$ cat src/rtl/dll_pkg.sv
package dll_pkg;
  localparam int NODE_WORDS = 10;
  localparam int IDX_W      = $clog2(NODE_WORDS);
  localparam int KEPT_WORDS = NODE_WORDS - 1;

  // Position of each word inside a node; the loader decodes this order.
  typedef enum logic [IDX_W-1:0] {
    W_XFER  = 4'd0,
    W_BLK   = 4'd1,
    W_SRC   = 4'd2,
    W_DST   = 4'd3,
    W_RPT   = 4'd4,
    W_LINK  = 4'd5,
    W_BUS   = 4'd6,
    W_RSVD  = 4'd7,
    W_MADDR = 4'd8,
    W_MDATA = 4'd9
  } node_word_e;

  typedef enum logic [1:0] {
    F_IDLE = 2'd0,
    F_ADDR = 2'd1,
    F_DATA = 2'd2
  } fetch_st_e;

  // Slot in the packed configuration vector; the reserved word has none.
  function automatic int keep_pos(input int w);
    return (w < int'(W_RSVD)) ? w : w - 1;
  endfunction
endpackage

$ cat src/rtl/dll_fetch.sv
module dll_fetch
  import dll_pkg::*;
#(
  parameter int WORD_W = 32
) (
  input  logic              clk,
  input  logic              rst_n,
  input  logic              go,
  input  logic [WORD_W-1:0] go_addr,
  output logic              rd_req_valid,
  input  logic              rd_req_ready,
  output logic [WORD_W-1:0] rd_req_addr,
  input  logic              rd_rsp_valid,
  output logic              rd_rsp_ready,
  input  logic [WORD_W-1:0] rd_rsp_data,
  input  logic              rd_rsp_err,
  output logic              cap_en,
  output logic [IDX_W-1:0]  cap_idx,
  output logic [WORD_W-1:0] cap_data,
  output logic              commit,
  output logic              null_end,
  output logic              bad_align,
  output logic              bus_fail,
  output logic              busy
);
  localparam int BYTES = WORD_W / 8;
  localparam int LSB   = $clog2(BYTES);
  localparam logic [IDX_W-1:0] LAST_IDX = IDX_W'(NODE_WORDS - 1);

  fetch_st_e         st;
  logic [WORD_W-1:0] base;
  logic [IDX_W-1:0]  idx;
  logic              accept_go;
  logic              start;
  logic              rsp_take;

  assign accept_go = (st == F_IDLE) && go;
  assign null_end  = accept_go && (go_addr == '0);
  assign bad_align = accept_go && (go_addr != '0) && (go_addr[LSB-1:0] != '0);
  assign start     = accept_go && !null_end && !bad_align;

  assign rd_req_valid = (st == F_ADDR);
  assign rd_rsp_ready = (st == F_DATA);
  assign rd_req_addr  = base + (WORD_W'(idx) << LSB);

  assign rsp_take = (st == F_DATA) && rd_rsp_valid;
  assign bus_fail = rsp_take && rd_rsp_err;
  assign cap_en   = rsp_take && !rd_rsp_err;
  assign cap_idx  = idx;
  assign cap_data = rd_rsp_data;
  assign commit   = cap_en && (idx == LAST_IDX);
  assign busy     = (st != F_IDLE);

  always_ff @(posedge clk or negedge rst_n) begin
    if (!rst_n) begin
      st   <= F_IDLE;
      base <= '0;
      idx  <= '0;
    end else begin
      case (st)
        F_IDLE: if (start) begin
          st   <= F_ADDR;
          base <= go_addr;
          idx  <= '0;
        end
        F_ADDR: if (rd_req_ready) st <= F_DATA;
        F_DATA: if (rsp_take) begin
          if (rd_rsp_err || idx == LAST_IDX) begin
            st <= F_IDLE;
          end else begin
            st  <= F_ADDR;
            idx <= idx + 1'b1;
          end
        end
        default: st <= F_IDLE;
      endcase
    end
  end

  assert_rd_hold_R2: assert property (@(posedge clk) disable iff (!rst_n)
    (rd_req_valid && !rd_req_ready) |=> (rd_req_valid && $stable(rd_req_addr)));

  assert_rd_aligned_R6: assert property (@(posedge clk) disable iff (!rst_n)
    rd_req_valid |-> (rd_req_addr[LSB-1:0] == '0));
endmodule

$ cat src/rtl/dll_cfg_bank.sv
module dll_cfg_bank
  import dll_pkg::*;
#(
  parameter int WORD_W = 32
) (
  input  logic                         clk,
  input  logic                         rst_n,
  input  logic                         cap_en,
  input  logic [IDX_W-1:0]             cap_idx,
  input  logic [WORD_W-1:0]            cap_data,
  input  logic                         commit,
  output logic [KEPT_WORDS*WORD_W-1:0] cfg_q
);
  for (genvar w = 0; w < NODE_WORDS; w++) begin : g_word
    if (w != int'(W_RSVD)) begin : g_kept
      localparam int P = keep_pos(w);
      logic              hit;
      logic [WORD_W-1:0] shadow_r;
      logic [WORD_W-1:0] cfg_r;
      logic [WORD_W-1:0] nxt;

      assign hit = cap_en && (cap_idx == IDX_W'(w));
      assign nxt = hit ? cap_data : shadow_r;

      always_ff @(posedge clk or negedge rst_n) begin
        if (!rst_n) begin
          shadow_r <= '0;
          cfg_r    <= '0;
        end else begin
          if (hit)    shadow_r <= cap_data;
          if (commit) cfg_r    <= nxt;
        end
      end

      assign cfg_q[P*WORD_W +: WORD_W] = cfg_r;
    end
  end
endmodule

$ cat src/rtl/dll_post_mask.sv
module dll_post_mask #(
  parameter int WORD_W = 32
) (
  input  logic              clk,
  input  logic              rst_n,
  input  logic              served,
  input  logic [WORD_W-1:0] mask_addr,
  input  logic [WORD_W-1:0] mask_data,
  output logic              mw_valid,
  input  logic              mw_ready,
  output logic [WORD_W-1:0] mw_addr,
  output logic [WORD_W-1:0] mw_data,
  input  logic              mw_err,
  output logic              fault
);
  logic pend;
  logic fire;
  logic arm;

  assign fire     = pend && mw_ready;
  assign arm      = served && (mask_addr != '0) && (!pend || fire);
  assign mw_valid = pend;
  assign fault    = fire && mw_err;

  always_ff @(posedge clk or negedge rst_n) begin
    if (!rst_n) begin
      pend    <= 1'b0;
      mw_addr <= '0;
      mw_data <= '0;
    end else if (arm) begin
      pend    <= 1'b1;
      mw_addr <= mask_addr;
      mw_data <= mask_data;
    end else if (fire) begin
      pend <= 1'b0;
    end
  end

  assert_mw_hold_R8: assert property (@(posedge clk) disable iff (!rst_n)
    (mw_valid && !mw_ready) |=> (mw_valid && $stable(mw_addr) && $stable(mw_data)));
endmodule

$ cat src/rtl/dll_desc_loader.sv
module dll_desc_loader
  import dll_pkg::*;
#(
  parameter int WORD_W = 32
) (
  input  logic              clk,
  input  logic              rst_n,
  input  logic              kick,
  input  logic [WORD_W-1:0] kick_addr,
  input  logic              xfer_done,
  input  logic              req_served,
  output logic              rd_req_valid,
  input  logic              rd_req_ready,
  output logic [WORD_W-1:0] rd_req_addr,
  input  logic              rd_rsp_valid,
  output logic              rd_rsp_ready,
  input  logic [WORD_W-1:0] rd_rsp_data,
  input  logic              rd_rsp_err,
  output logic              mw_valid,
  input  logic              mw_ready,
  output logic [WORD_W-1:0] mw_addr,
  output logic [WORD_W-1:0] mw_data,
  input  logic              mw_err,
  output logic              chan_en,
  output logic              restart,
  output logic              chain_end,
  output logic              busy,
  output logic [WORD_W-1:0] cfg_xfer,
  output logic [WORD_W-1:0] cfg_blk,
  output logic [WORD_W-1:0] cfg_src,
  output logic [WORD_W-1:0] cfg_dst,
  output logic [WORD_W-1:0] cfg_rpt,
  output logic [WORD_W-1:0] cfg_link,
  output logic [WORD_W-1:0] cfg_bus,
  output logic [WORD_W-1:0] cfg_mask_addr,
  output logic [WORD_W-1:0] cfg_mask_data,
  output logic              err_list,
  output logic              err_align,
  output logic              err_mask
);
  localparam int P_XFER  = keep_pos(int'(W_XFER));
  localparam int P_BLK   = keep_pos(int'(W_BLK));
  localparam int P_SRC   = keep_pos(int'(W_SRC));
  localparam int P_DST   = keep_pos(int'(W_DST));
  localparam int P_RPT   = keep_pos(int'(W_RPT));
  localparam int P_LINK  = keep_pos(int'(W_LINK));
  localparam int P_BUS   = keep_pos(int'(W_BUS));
  localparam int P_MADDR = keep_pos(int'(W_MADDR));
  localparam int P_MDATA = keep_pos(int'(W_MDATA));

  logic [KEPT_WORDS*WORD_W-1:0] cfg_all;
  logic                         cap_en;
  logic [IDX_W-1:0]             cap_idx;
  logic [WORD_W-1:0]            cap_data;
  logic                         commit;
  logic                         null_end;
  logic                         bad_align;
  logic                         bus_fail;
  logic                         mask_fault;
  logic                         kick_acc;
  logic                         done_acc;
  logic                         go;
  logic [WORD_W-1:0]            go_addr;

  assign kick_acc = kick && !busy;
  assign done_acc = xfer_done && chan_en && !busy && !kick;
  assign go       = kick_acc || done_acc;
  assign go_addr  = kick ? kick_addr : cfg_link;

  dll_fetch #(.WORD_W(WORD_W)) u_fetch (
    .clk          (clk),
    .rst_n        (rst_n),
    .go           (go),
    .go_addr      (go_addr),
    .rd_req_valid (rd_req_valid),
    .rd_req_ready (rd_req_ready),
    .rd_req_addr  (rd_req_addr),
    .rd_rsp_valid (rd_rsp_valid),
    .rd_rsp_ready (rd_rsp_ready),
    .rd_rsp_data  (rd_rsp_data),
    .rd_rsp_err   (rd_rsp_err),
    .cap_en       (cap_en),
    .cap_idx      (cap_idx),
    .cap_data     (cap_data),
    .commit       (commit),
    .null_end     (null_end),
    .bad_align    (bad_align),
    .bus_fail     (bus_fail),
    .busy         (busy)
  );

  dll_cfg_bank #(.WORD_W(WORD_W)) u_bank (
    .clk      (clk),
    .rst_n    (rst_n),
    .cap_en   (cap_en),
    .cap_idx  (cap_idx),
    .cap_data (cap_data),
    .commit   (commit),
    .cfg_q    (cfg_all)
  );

  assign cfg_xfer      = cfg_all[P_XFER*WORD_W  +: WORD_W];
  assign cfg_blk       = cfg_all[P_BLK*WORD_W   +: WORD_W];
  assign cfg_src       = cfg_all[P_SRC*WORD_W   +: WORD_W];
  assign cfg_dst       = cfg_all[P_DST*WORD_W   +: WORD_W];
  assign cfg_rpt       = cfg_all[P_RPT*WORD_W   +: WORD_W];
  assign cfg_link      = cfg_all[P_LINK*WORD_W  +: WORD_W];
  assign cfg_bus       = cfg_all[P_BUS*WORD_W   +: WORD_W];
  assign cfg_mask_addr = cfg_all[P_MADDR*WORD_W +: WORD_W];
  assign cfg_mask_data = cfg_all[P_MDATA*WORD_W +: WORD_W];

  dll_post_mask #(.WORD_W(WORD_W)) u_mask (
    .clk       (clk),
    .rst_n     (rst_n),
    .served    (req_served),
    .mask_addr (cfg_mask_addr),
    .mask_data (cfg_mask_data),
    .mw_valid  (mw_valid),
    .mw_ready  (mw_ready),
    .mw_addr   (mw_addr),
    .mw_data   (mw_data),
    .mw_err    (mw_err),
    .fault     (mask_fault)
  );

  always_ff @(posedge clk or negedge rst_n) begin
    if (!rst_n) begin
      chan_en   <= 1'b0;
      restart   <= 1'b0;
      chain_end <= 1'b0;
      err_list  <= 1'b0;
      err_align <= 1'b0;
      err_mask  <= 1'b0;
    end else begin
      restart   <= commit;
      chain_end <= null_end;
      if (commit)              chan_en <= 1'b1;
      else if (go || bus_fail) chan_en <= 1'b0;
      err_align <= bad_align  || (err_align && !kick_acc);
      err_list  <= bus_fail   || (err_list  && !kick_acc);
      err_mask  <= mask_fault || (err_mask  && !kick_acc);
    end
  end

  assert_cfg_on_restart_R4: assert property (@(posedge clk) disable iff (!rst_n)
    (cfg_all != $past(cfg_all)) |-> restart);

  assert_restart_enables_R4: assert property (@(posedge clk) disable iff (!rst_n)
    restart |-> chan_en);

  assert_align_no_read_R6: assert property (@(posedge clk) disable iff (!rst_n)
    $rose(err_align) |-> !rd_req_valid);

  assert_fail_keeps_off_R7: assert property (@(posedge clk) disable iff (!rst_n)
    $rose(err_list) |-> (!chan_en && !restart));
endmodule

$ cat config.mk
export PLATFORM = sky130hd
export DESIGN_NAME = dll_desc_loader
export DESIGN_NICKNAME = d
export VERILOG_FILES = /design/src/rtl/dll_pkg.sv /design/src/rtl/dll_fetch.sv /design/src/rtl/dll_cfg_bank.sv /design/src/rtl/dll_post_mask.sv /design/src/rtl/dll_desc_loader.sv
export SDC_FILE = /design/constraint.sdc
export NUM_CORES = 1
export LEC_CHECK = 0
export BUFFER_PORTS_ARGS = -buffer_cell sky130_fd_sc_hd__buf_2
export CAP_MARGIN = 40
export CELL_PAD_IN_SITES_DETAIL_PLACEMENT = 1
export CELL_PAD_IN_SITES_GLOBAL_PLACEMENT = 1
export CORE_UTILIZATION = 38
export DETAILED_ROUTE_END_ITERATION = 7
export PLACE_DENSITY_LB_ADDON = 0.1
export SLEW_MARGIN = 5
export SYNTH_ARGS = -nofsm -noshare
export SYNTH_HDL_FRONTEND = slang
export SYNTH_SLANG_ARGS = --single-unit
$ cat constraint.sdc
create_clock -name clk -period 1.96 [get_ports clk]
set_input_delay 0.196 -clock clk [delete_from_list [all_inputs] [get_ports clk]]
set_output_delay 0.196 -clock clk [all_outputs]
set_load 0.01 [all_outputs]
==> flow_metrics.tcl, run 1 <==
set metrics [dict create \
    status "complete, but fails checks" \
    violations "negative setup slack" \
    hpwl_mm 59.7 \
    clock_path_buffers 3 \
    antenna_found_initial 6 \
    period_needed_ns 2.80 \
    nFillCells 6594 \
    worstPathRequired_ns 1.76 \
    yosysTopAreaCellShare_pct 63.3 \
    io_buffers 467 \
    seq_area_frac_synth_pct 63.3 \
    layout-drive-gt1-share_pct 63.6 \
    worstPathArrival_ns 2.60 \
    synth_nets 2227 \
    finalSetupViolations 582 \
    setup_tns_ns -84.46 \
    use_met2_pct 48.3 \
    async_reset_ff_share_pct 100 \
    ir_worst_vdd_uv 596 \
    place.gp.congestion 0.868 \
    tightest_slew_ns 0.586 \
    grt_busiest_layer "met2" \
    syn_area_mm2 0.0258 \
    wl_mm 103 \
    hp-class "in2reg" \
    grt_pass1_vias 22200 \
    crit_fanout 5 \
    yosysMostFrequentCell "nand2_1" \
    finalHoldViolCount 0 \
    leakagePower_nw 23.0 \
    rows 95 \
    synth.avg_cell_area_um2 12.0 \
    fp.dieH_um 263 \
    num_io_pins 468 \
    maxCapViolCount 0 \
    drc 0 \
    clk_latency_ns 0.61 \
    fin_nets 3075 \
    numClockSinks 653 \
    clock_skew_ns 0.0256 \
    cp-end-kind "output port" \
    finalPower_w 0.0370 \
    drt-pass1-iter-count 5 \
    synth_largest_area_cell "dfrtp_1" \
    ys.flop_type "dfrtp_1" \
    routed_via_density 5.15 \
    grt_util_met1_pct 36.5 \
    maxSlewViolCount 0 \
    dr_total_vias 20200 \
    grt_max_degree 64 \
    synth-seq-cells 653 \
    ys_warn_count 0 \
    coreArea_mm2 0.0672 \
    htree_levels 3 \
    syn2layout_area_growth_pct 56.2 \
    die_w_um 263 \
    synth-edff-count 0 \
    start_kind "flop" \
    rsz0062_at_grt "true" \
    synth_common_cells "nand2_1 (792), dfrtp_1 (653), mux2_2 (375), buf_2 (49), clkbuf_1 (40)" \
    cellPowerDensity_mw_per_mm2 918 \
    use_met3_pct 5.24 \
    clk_pin_slew_worst_paths_ns 0.06 \
    grt_pass1_wl_mm 147 \
    path_class "reg2out" \
    grt_overflow 0 \
    timing.final.ws_setup_ns -0.838 \
    synth_cell_type_count 54 \
    relSlewSlack_pct 60.8 \
    drt_iter0_drc 1107 \
    root_buffer "clkbuf_16" \
    start_util_pct 38.4 \
    grt_use_total_pct 28.5 \
    syn_inst 2144 \
    postRouteAntennaNets 0 \
    cts_made_buffers 74 \
    synthTopCellsByArea "dfrtp_1 (63%), mux2_2 (16%), nand2_1 (12%), mux2_4 (1.4%), buf_2 (0.95%)" \
    fin_crit_sh_pct 143 \
    dieArea_mm2 0.0689 \
    clock.fmax_ghz 0.357 \
    wire_per_inst_um 26.3 \
    cts_tree "built" \
]
## report_power, final
group,internal (W),total [W],switching [W]
clock,0.00857,0.0143,0.00572
combinational,0.00324,0.00595,0.00271
sequential,0.0152,0.0168,0.00158
total,0.0270,0.0370,0.0100
## worst max-delay path: stages, from the launching register on
cell,delay (ns)
dfrtp_1,0.38
ha_2,0.20
fa_2,0.34
a21o_1,0.22
a21oi_4,0.17
and4b_2,0.31
nand4_1,0.13
xnor2_2,0.11
buf_2,0.14
## cell type report
cell class                 instances  area (um2)  share of cell area, %
antenna                            2        5.00                 0.0124
clock buffer                     111        2280                   5.67
clock inverter                    21         219                  0.543
inverter                          10        68.8                  0.171
multi-input combinational       1374       12100                   29.9
sequential                       653       16300                   40.5
tap                              873        1090                   2.71
timing repair buffer             877        8200                   20.3
timing repair inverter             2        32.5                 0.0807
## routing by layer
metal | up-vias | wire length [um]
met3 | 170 | 4970
met4 | 0 | 3680
met1 | 10700 | 42200
met2 | 551 | 52200
met5 | - | 0
li1 | 8806 | -
## state kept, by name, indices dropped and copies added (netlist names)
name                           flops
u_mask.mw_data                    32
u_bank.g_word.g_kept.cfg_r       288
err_list                           1
restart                            1
chan_en                            1
u_fetch.base                      32
err_align                          1
chain_end                          1
u_fetch.cap_idx                    4
err_mask                           1
u_fetch.st                         2
u_mask.mw_addr                    32
u_bank.g_word.g_kept.shadow_r    256
u_mask.mw_valid                    1
## per-stage QoR
stage | utilization, % | hold WS, ns | instance area (um2) | setup WS (ns) | cells
floorplan | - | -0.0996 | 25900 | -0.0972 | 2144
global placement | 46.2 | 0.0990 | 31000 | -0.234 | 3595
detailed placement | 46.2 | 0.104 | 31000 | -0.247 | 3595
CTS | 56.2 | 0.000572 | 37700 | -0.850 | 3900
global route | 60.0 | 0.00789 | 40300 | -0.926 | 3921
finish | 60.0 | 0.0112 | 40300 | -0.838 | 3923
## logic make-up after synthesis
logic type | after synthesis | share of synthesized area, %
AO/OA/AOI/OAI | 35 | 1.04
XOR/XNOR | 28 | 0.951
adder cells (fa/ha/maj) | 9 | 0.466
buffers and inverters | 117 | 2.06
flip-flops | 653 | 63.3
multiplexers | 414 | 18.4
AND/OR/NAND/NOR | 888 | 13.7
## final timing paths
| check | from | end | slack [ns] | cells past startpoint |
|---|---|---|---|---|
| max | u_fetch.cap_idx[0] | rd_req_addr[24] | -0.84 | 8 |
| min | rd_rsp_data[1] | u_bank.g_word[9].g_kept.cfg_r[1] | 0.01 | 3 |
| max reg2reg | u_bank.g_word[5].g_kept.cfg_r[29] | u_fetch.base[13] | -0.23 | 8 |
| min reg2reg | u_bank.g_word[4].g_kept.shadow_r[20] | u_bank.g_word[4].g_kept.cfg_r[20] | 0.47 | 2 |
| max in group asynchronous | rst_n | u_bank.g_word[5].g_kept.shadow_r[30] | 0.97 | 4 |
| min in group asynchronous | rst_n | u_bank.g_word[6].g_kept.cfg_r[27] | 0.07 | 2 |
## placed cells by master, fill, tap and decap left out, types with 7 or more instances in the layout
cell type	Yosys	final
dfrtp_1	653	653
buf_2	49	465
nand2_2	0	328
nand2_1	792	266
mux2_2	375	249
nand2_4	0	196
buf_4	2	156
mux2_4	24	151
clkbuf_16	0	100
buf_12	0	84
buf_16	0	47
dlygate4sd3_1	0	47
buf_6	3	39
clkbuf_8	0	23
nor4_1	19	16
buf_8	0	16
clkinv_2	0	13
nor2_1	18	12
nand4_1	12	12
clkbuf_1	40	11
xnor2_2	0	10
xnor2_1	19	9
mux2_1	9	8
inv_1	9	7
a21oi_1	9	7
## repair_timing
item	CTS	global route
gates cloned	63	25
resized for setup	406	730
endpoints found under the setup margin	523	549
pin swaps	204	390
hold buffers	46	1
setup buffers	64	31
endpoints found under the hold margin	432	1
(Power assumes the default switching activity.)
==> inputs of run 2 (changes only) <==
HOLD_SLACK_MARGIN = 0.08   (was not set)
==> flow_metrics.tcl, run 2 (synthesis gave the netlist of run 1 again) <==
set metrics [dict create \
    status "complete, but fails checks" \
    violations "negative setup slack" \
    wl_mm 101 \
    die_w_um 263 \
    maxCapViolCount 0 \
    numClockSinks 653 \
    htree_levels 3 \
    leakagePower_nw 22.5 \
    clkPwrFrac_pct 38.9 \
    placed_area_mm2 0.0310 \
    path_class "reg2out" \
    ir_worst_vdd_uv 594 \
    io_buffers 467 \
    syn2layout_area_growth_pct 53.0 \
    grt_overflow 0 \
    postRouteAntennaNets 0 \
    wire_per_inst_um 25.5 \
    fp.dieH_um 263 \
    grt_pass1_wl_mm 147 \
    drt-pass1-iter-count 5 \
    comb_power_share_pct 15.8 \
    dp.cells 3595 \
    cp-end-kind "output port" \
    rsz0062_at_grt "true" \
    place.gp.congestion 0.868 \
    worst-r2r-cell-count 9 \
    dr_total_vias 20200 \
    drc 0 \
    clock_path_buffers 3 \
    start_kind "flop" \
    largest_register_ffs 288 \
    clk_pin_slew_worst_paths_ns 0.06 \
    grt_use_total_pct 28.6 \
    cts_tree "built" \
    top_register "u_bank.g_word.g_kept.cfg_r" \
    tightest_slew_ns 0.562 \
    hold_slack_ns 0.110 \
    finalSetupViolations 494 \
    switching_share_pct 26.7 \
    regToRegEndpoint "u_mask.mw_data[6]" \
    timing.final.ws_setup_ns -0.858 \
    hpwl_mm 59.7 \
    finalPower_w 0.0367 \
    reg.largest.list "u_bank.g_word.g_kept.cfg_r (288), u_bank.g_word.g_kept.shadow_r (256)" \
    dieArea_mm2 0.0689 \
    layout_common_cells "dfrtp_1 (653), buf_2 (465), nand2_1 (407)" \
    rows 95 \
    p_sw_w 0.00979 \
    start_util_pct 38.4 \
    clock_skew_ns 0.0229 \
    final_common_cell "dfrtp_1" \
    crit_fanout 5 \
    fin_crit_sh_pct 144 \
    nFillCells 6702 \
    drt_iter0_drc 1100 \
    worstPathRequired_ns 1.76 \
    grt_pass1_vias 22400 \
    post-route-cell-area_mm2 0.0395 \
    fin_nets 3093 \
    period_needed_ns 2.82 \
    finalHoldViolCount 0 \
    reg2reg_from "u_bank.g_word[8].g_kept.cfg_r[25]" \
    intPower_w 0.0269 \
    cellPowerDensity_mw_per_mm2 929 \
    seq_power_share_pct 45.3 \
    regArea_mm2 0.0163 \
    layout-drive-gt1-share_pct 58.3 \
    stdcell_count 3942 \
    num_io_pins 468 \
    clk_latency_ns 0.61 \
    grt_max_degree 64 \
    multi_input_area_mm2 0.0112 \
    root_buffer "clkbuf_16" \
    coreArea_mm2 0.0672 \
    dp_worst_setup_slack_ns -0.247 \
    routed_via_density 5.12 \
    cts_made_buffers 74 \
    clock.fmax_ghz 0.355 \
    maxSlewViolCount 0 \
    relSlewSlack_pct 62.6 \
    reg2reg_slack_ns -0.22 \
    antenna_found_initial 5 \
    worstPathArrival_ns 2.62 \
    hp-class "in2async" \
]
[run 2: cell types whose count changed in the layout (fill, tap and decap cells not counted), sizes merged]
cell / previous run / this run
clkbuf: 134 / 128
dlygate4sd3: 47 / 68
diode: 2 / 3
bufbuf: 0 / 1
buf: 807 / 809
[run 2: how the worst max path moves through the flow]
stage	start	to	slack, ns
after floorplan	u_fetch.cap_idx[0]	rd_req_addr[24]	-0.1
after global placement	u_fetch.base[2]	rd_req_addr[24]	-0.23
after detailed placement	u_fetch.base[2]	rd_req_addr[24]	-0.25
after CTS	u_fetch.base[2]	rd_req_addr[24]	-0.85
after global routing	u_fetch.cap_idx[0]	rd_req_addr[24]	-0.94
final	u_fetch.cap_idx[0]	rd_req_addr[24]	-0.86
[run 2: metrics by stage]
| step | utilization [%] | setup TNS [ns] |
|---|---|---|
| 4_1_cts | 56.5 | -90.10 |
| 2_1_floorplan | - | -1.75 |
| 5_1_grt | 58.8 | -100.14 |
| 3_5_place_dp | 46.2 | -47.68 |
| 6_report | 58.8 | -64.81 |
| 3_3_place_gp | 46.2 | -23.85 |
[run 2: area by class of cell]
| class | count | area share [%] |
|---|---|---|
| Timing Repair inverter | 2 | 0.0824 |
| Clock inverter | 21 | 0.555 |
| Multi-Input combinational cell | 1374 | 28.3 |
| Inverter | 10 | 0.168 |
| Tap cell | 873 | 2.77 |
| Sequential cell | 653 | 41.4 |
| Clock buffer | 111 | 5.79 |
| Timing Repair Buffer | 895 | 21.0 |
| Antenna cell | 3 | 0.0190 |
[run 2: power groups by stage]
stage	logic (W)	clock network (W)	registers [W]
after global placement	0.00495	0	0.0163
after floorplan	0.00286	0	0.0162
after CTS	0.00559	0.0145	0.0163
after global routing	0.00619	0.0151	0.0168
final	0.00579	0.0143	0.0166
after detailed placement	0.00512	0	0.0165
[run 2: timing repair]
| item | CTS | global route |
|---|---|---|
| gates cloned | 63 | 18 |
| hold buffers | 68 | 0 |
| hold endpoints to repair | 466 | 0 |
| buffers inserted | 64 | 30 |
| pin swaps | 204 | 262 |
| endpoints found under the setup margin | 523 | 549 |
| resized for setup | 406 | 439 |
[run 2: routing by layer]
layer,track usage (%),share of wire (%)
met3,5.50,4.8
met4,10.2,3.4
met2,48.7,50
met5,0,0
met1,36.3,41
[run 2: worst max-delay path: stages (launching register included)]
cell	delay (ns)
dfrtp_1	0.38
ha_2	0.20
fa_2	0.34
a21o_1	0.22
a21oi_4	0.17
and4b_2	0.31
nand4_1	0.14
xnor2_2	0.12
buf_2	0.14
==> inputs of run 3 (changes only) <==
clock period = 3.1 ns   (was 1.96 ns; I/O delays follow)
==> flow_metrics.tcl, run 3 (synthesis gave the netlist of run 1 again) <==
set metrics [dict create \
    final_common_cell "nand2_1" \
    finalHoldViolCount 0 \
    start_kind "flop" \
    rows 95 \
    placed_area_mm2 0.0294 \
    io_buffers 467 \
    nFillCells 7192 \
    fp.dieH_um 263 \
    period_needed_ns 2.98 \
    hp-class "in2reg" \
    regToRegEndpoint "u_mask.mw_data[23]" \
    switching_share_pct 25.4 \
    dp.cells 3422 \
    cts_made_buffers 74 \
    htree_levels 3 \
    max_stage_delay_ns 0.42 \
    layout-drive-gt1-share_pct 38.9 \
    routed_via_density 5.02 \
    grt_overflow 0 \
    drc 0 \
    wl_mm 83.9 \
    maxCapViolCount 0 \
    tightest_slew_ns 0.818 \
    p_sw_w 0.00561 \
    comb_power_share_pct 12.8 \
    hold_slack_ns 0.111 \
    grt_max_degree 130 \
    timing.final.ws_setup_ns 0.120 \
    finalPower_w 0.0221 \
    dieArea_mm2 0.0689 \
    relSlewSlack_pct 45.5 \
    hpwl_mm 55.5 \
    drt-pass1-iter-count 4 \
    clock_skew_ns 0.0230 \
    path_cells "ha_4 -> fa_2 -> a21o_1 -> a21oi_4 -> and4b_2 -> nand4_1 -> xnor2_1 -> buf_2" \
    start_util_pct 38.4 \
    reg2reg_from "u_bank.g_word[8].g_kept.cfg_r[6]" \
    crit_path_top_delay_cell "dfrtp_2" \
    worst-r2r-cell-count 6 \
    path_depth 8 \
    clk_pin_slew_worst_paths_ns 0.06 \
    fin_crit_sh_pct 96.1 \
    coreArea_mm2 0.0672 \
    fin_nets 2741 \
    cellPowerDensity_mw_per_mm2 684 \
    multi_input_area_mm2 0.00902 \
    cp-endpoint "rd_req_addr[24]" \
    die_w_um 263 \
    leakagePower_nw 18.1 \
    status "completed" \
    dr_total_vias 18000 \
    root_buffer "clkbuf_16" \
    worstSetupStartpoint "u_fetch.cap_idx[0]" \
    ir_worst_vdd_uv 466 \
    worstPathArrival_ns 2.67 \
    grt_pass1_wl_mm 129 \
    wire_per_inst_um 23.4 \
    grt_use_total_pct 24.7 \
    finalSetupViolations 0 \
    dp_worst_setup_slack_ns 0.324 \
    clkPwrFrac_pct 40.3 \
    reg.largest.list "u_bank.g_word.g_kept.cfg_r (288), u_bank.g_word.g_kept.shadow_r (256)" \
    worstPathRequired_ns 2.79 \
    num_io_pins 468 \
    clock.fmax_ghz 0.336 \
    numClockSinks 653 \
    largest_register_ffs 288 \
    hold_start "kick_addr[25]" \
    grt_pass1_vias 19900 \
    post-route-cell-area_mm2 0.0322 \
    intPower_w 0.0164 \
    cp-end-kind "output port" \
    drt_iter0_drc 888 \
    top_register "u_bank.g_word.g_kept.cfg_r" \
    crit_fanout 5 \
    reg2reg_slack_ns 0.58 \
    crit_family "adder cells" \
    cts_tree "built" \
    stdcell_count 3584 \
    postRouteAntennaNets 0 \
    seq_power_share_pct 46.9 \
    maxSlewViolCount 0 \
    regArea_mm2 0.0163 \
    path_class "reg2out" \
    syn2layout_area_growth_pct 24.9 \
    clock_path_buffers 3 \
    layout_common_cells "nand2_1 (788), dfrtp_1 (649), buf_2 (466)" \
    cp_num_buf_inv 1 \
    clk_latency_ns 0.62 \
    antenna_found_initial 8 \
    place.gp.congestion 0.865 \
]
## run 3: cell count changes in the layout (fill, tap and decap cells not counted), moves of 18 or more
cell / change
clkbuf_16: -18
buf_6: -33
nand2_4: -126
buf_12: -59
nand2_1: +381
nand2_2: -253
dlygate4sd3_1: -39
mux2_4: -83
buf_4: -138
buf_16: -50
mux2_2: +83
## run 3: power by group through the flow
stage / combinational (W) / sequential (W) / clock, W
2_1_floorplan: 0.00177 / 0.0102 / 0
3_3_place_gp: 0.00263 / 0.0104 / 0
3_5_place_dp: 0.00273 / 0.0105 / 0
4_1_cts: 0.00283 / 0.0103 / 0.00911
5_1_grt: 0.00308 / 0.0105 / 0.00941
6_report: 0.00282 / 0.0103 / 0.00888
## run 3: how the worst min path moves through the flow
stage,to,slack [ns],depth (start not counted)
detailed placement,u_bank.g_word[1].g_kept.shadow_r[30],0.39,1
global placement,u_bank.g_word[1].g_kept.shadow_r[30],0.39,1
CTS,u_fetch.base[25],0.08,3
global route,u_fetch.base[8],0.1,3
floorplan,chain_end,0.01,0
finish,u_fetch.base[25],0.11,3
## run 3: repair_timing
action	CTS	global route
hold buffers	29	0
endpoints found under the hold margin	87	0
setup endpoints to repair	13	15
pin swaps	2	4
buffers inserted	3	1
resized for setup	8	7
## run 3: layout make-up
cell class	instances	area share [%]
sequential	653	50.7
tap	873	3.39
clock inverter	18	0.796
inverter	10	0.140
antenna	2	0.0155
timing repair buffer	545	10.1
multi-input combinational	1374	28.0
clock buffer	109	6.85
## run 3: worst register-to-register path, stage by stage, from the launching register on
cell	delay [ns]
dfrtp_1	0.42
nor4_1	0.46
nand4_1	0.19
o21ai_0	0.26
nand2b_4	0.41
buf_12	0.26
mux2_2	0.39
## run 3: metal layers
metal  track usage (%)  share of wire [%]  vias up
met5                 0                  0        -
met4              7.50                2.5        0
met3              4.71                5.1      102
met2              42.2                 50      430
met1              31.7                 43     9374
li1                  -                  -     8087
## run 3: per-stage QoR
step           utilization (%)  TNS (ns)
3_3_place_gp              43.7         0
3_5_place_dp              43.7         0
5_1_grt                   48.0  -0.00460
2_1_floorplan                -         0
4_1_cts                   47.9         0
6_report                  48.0         0
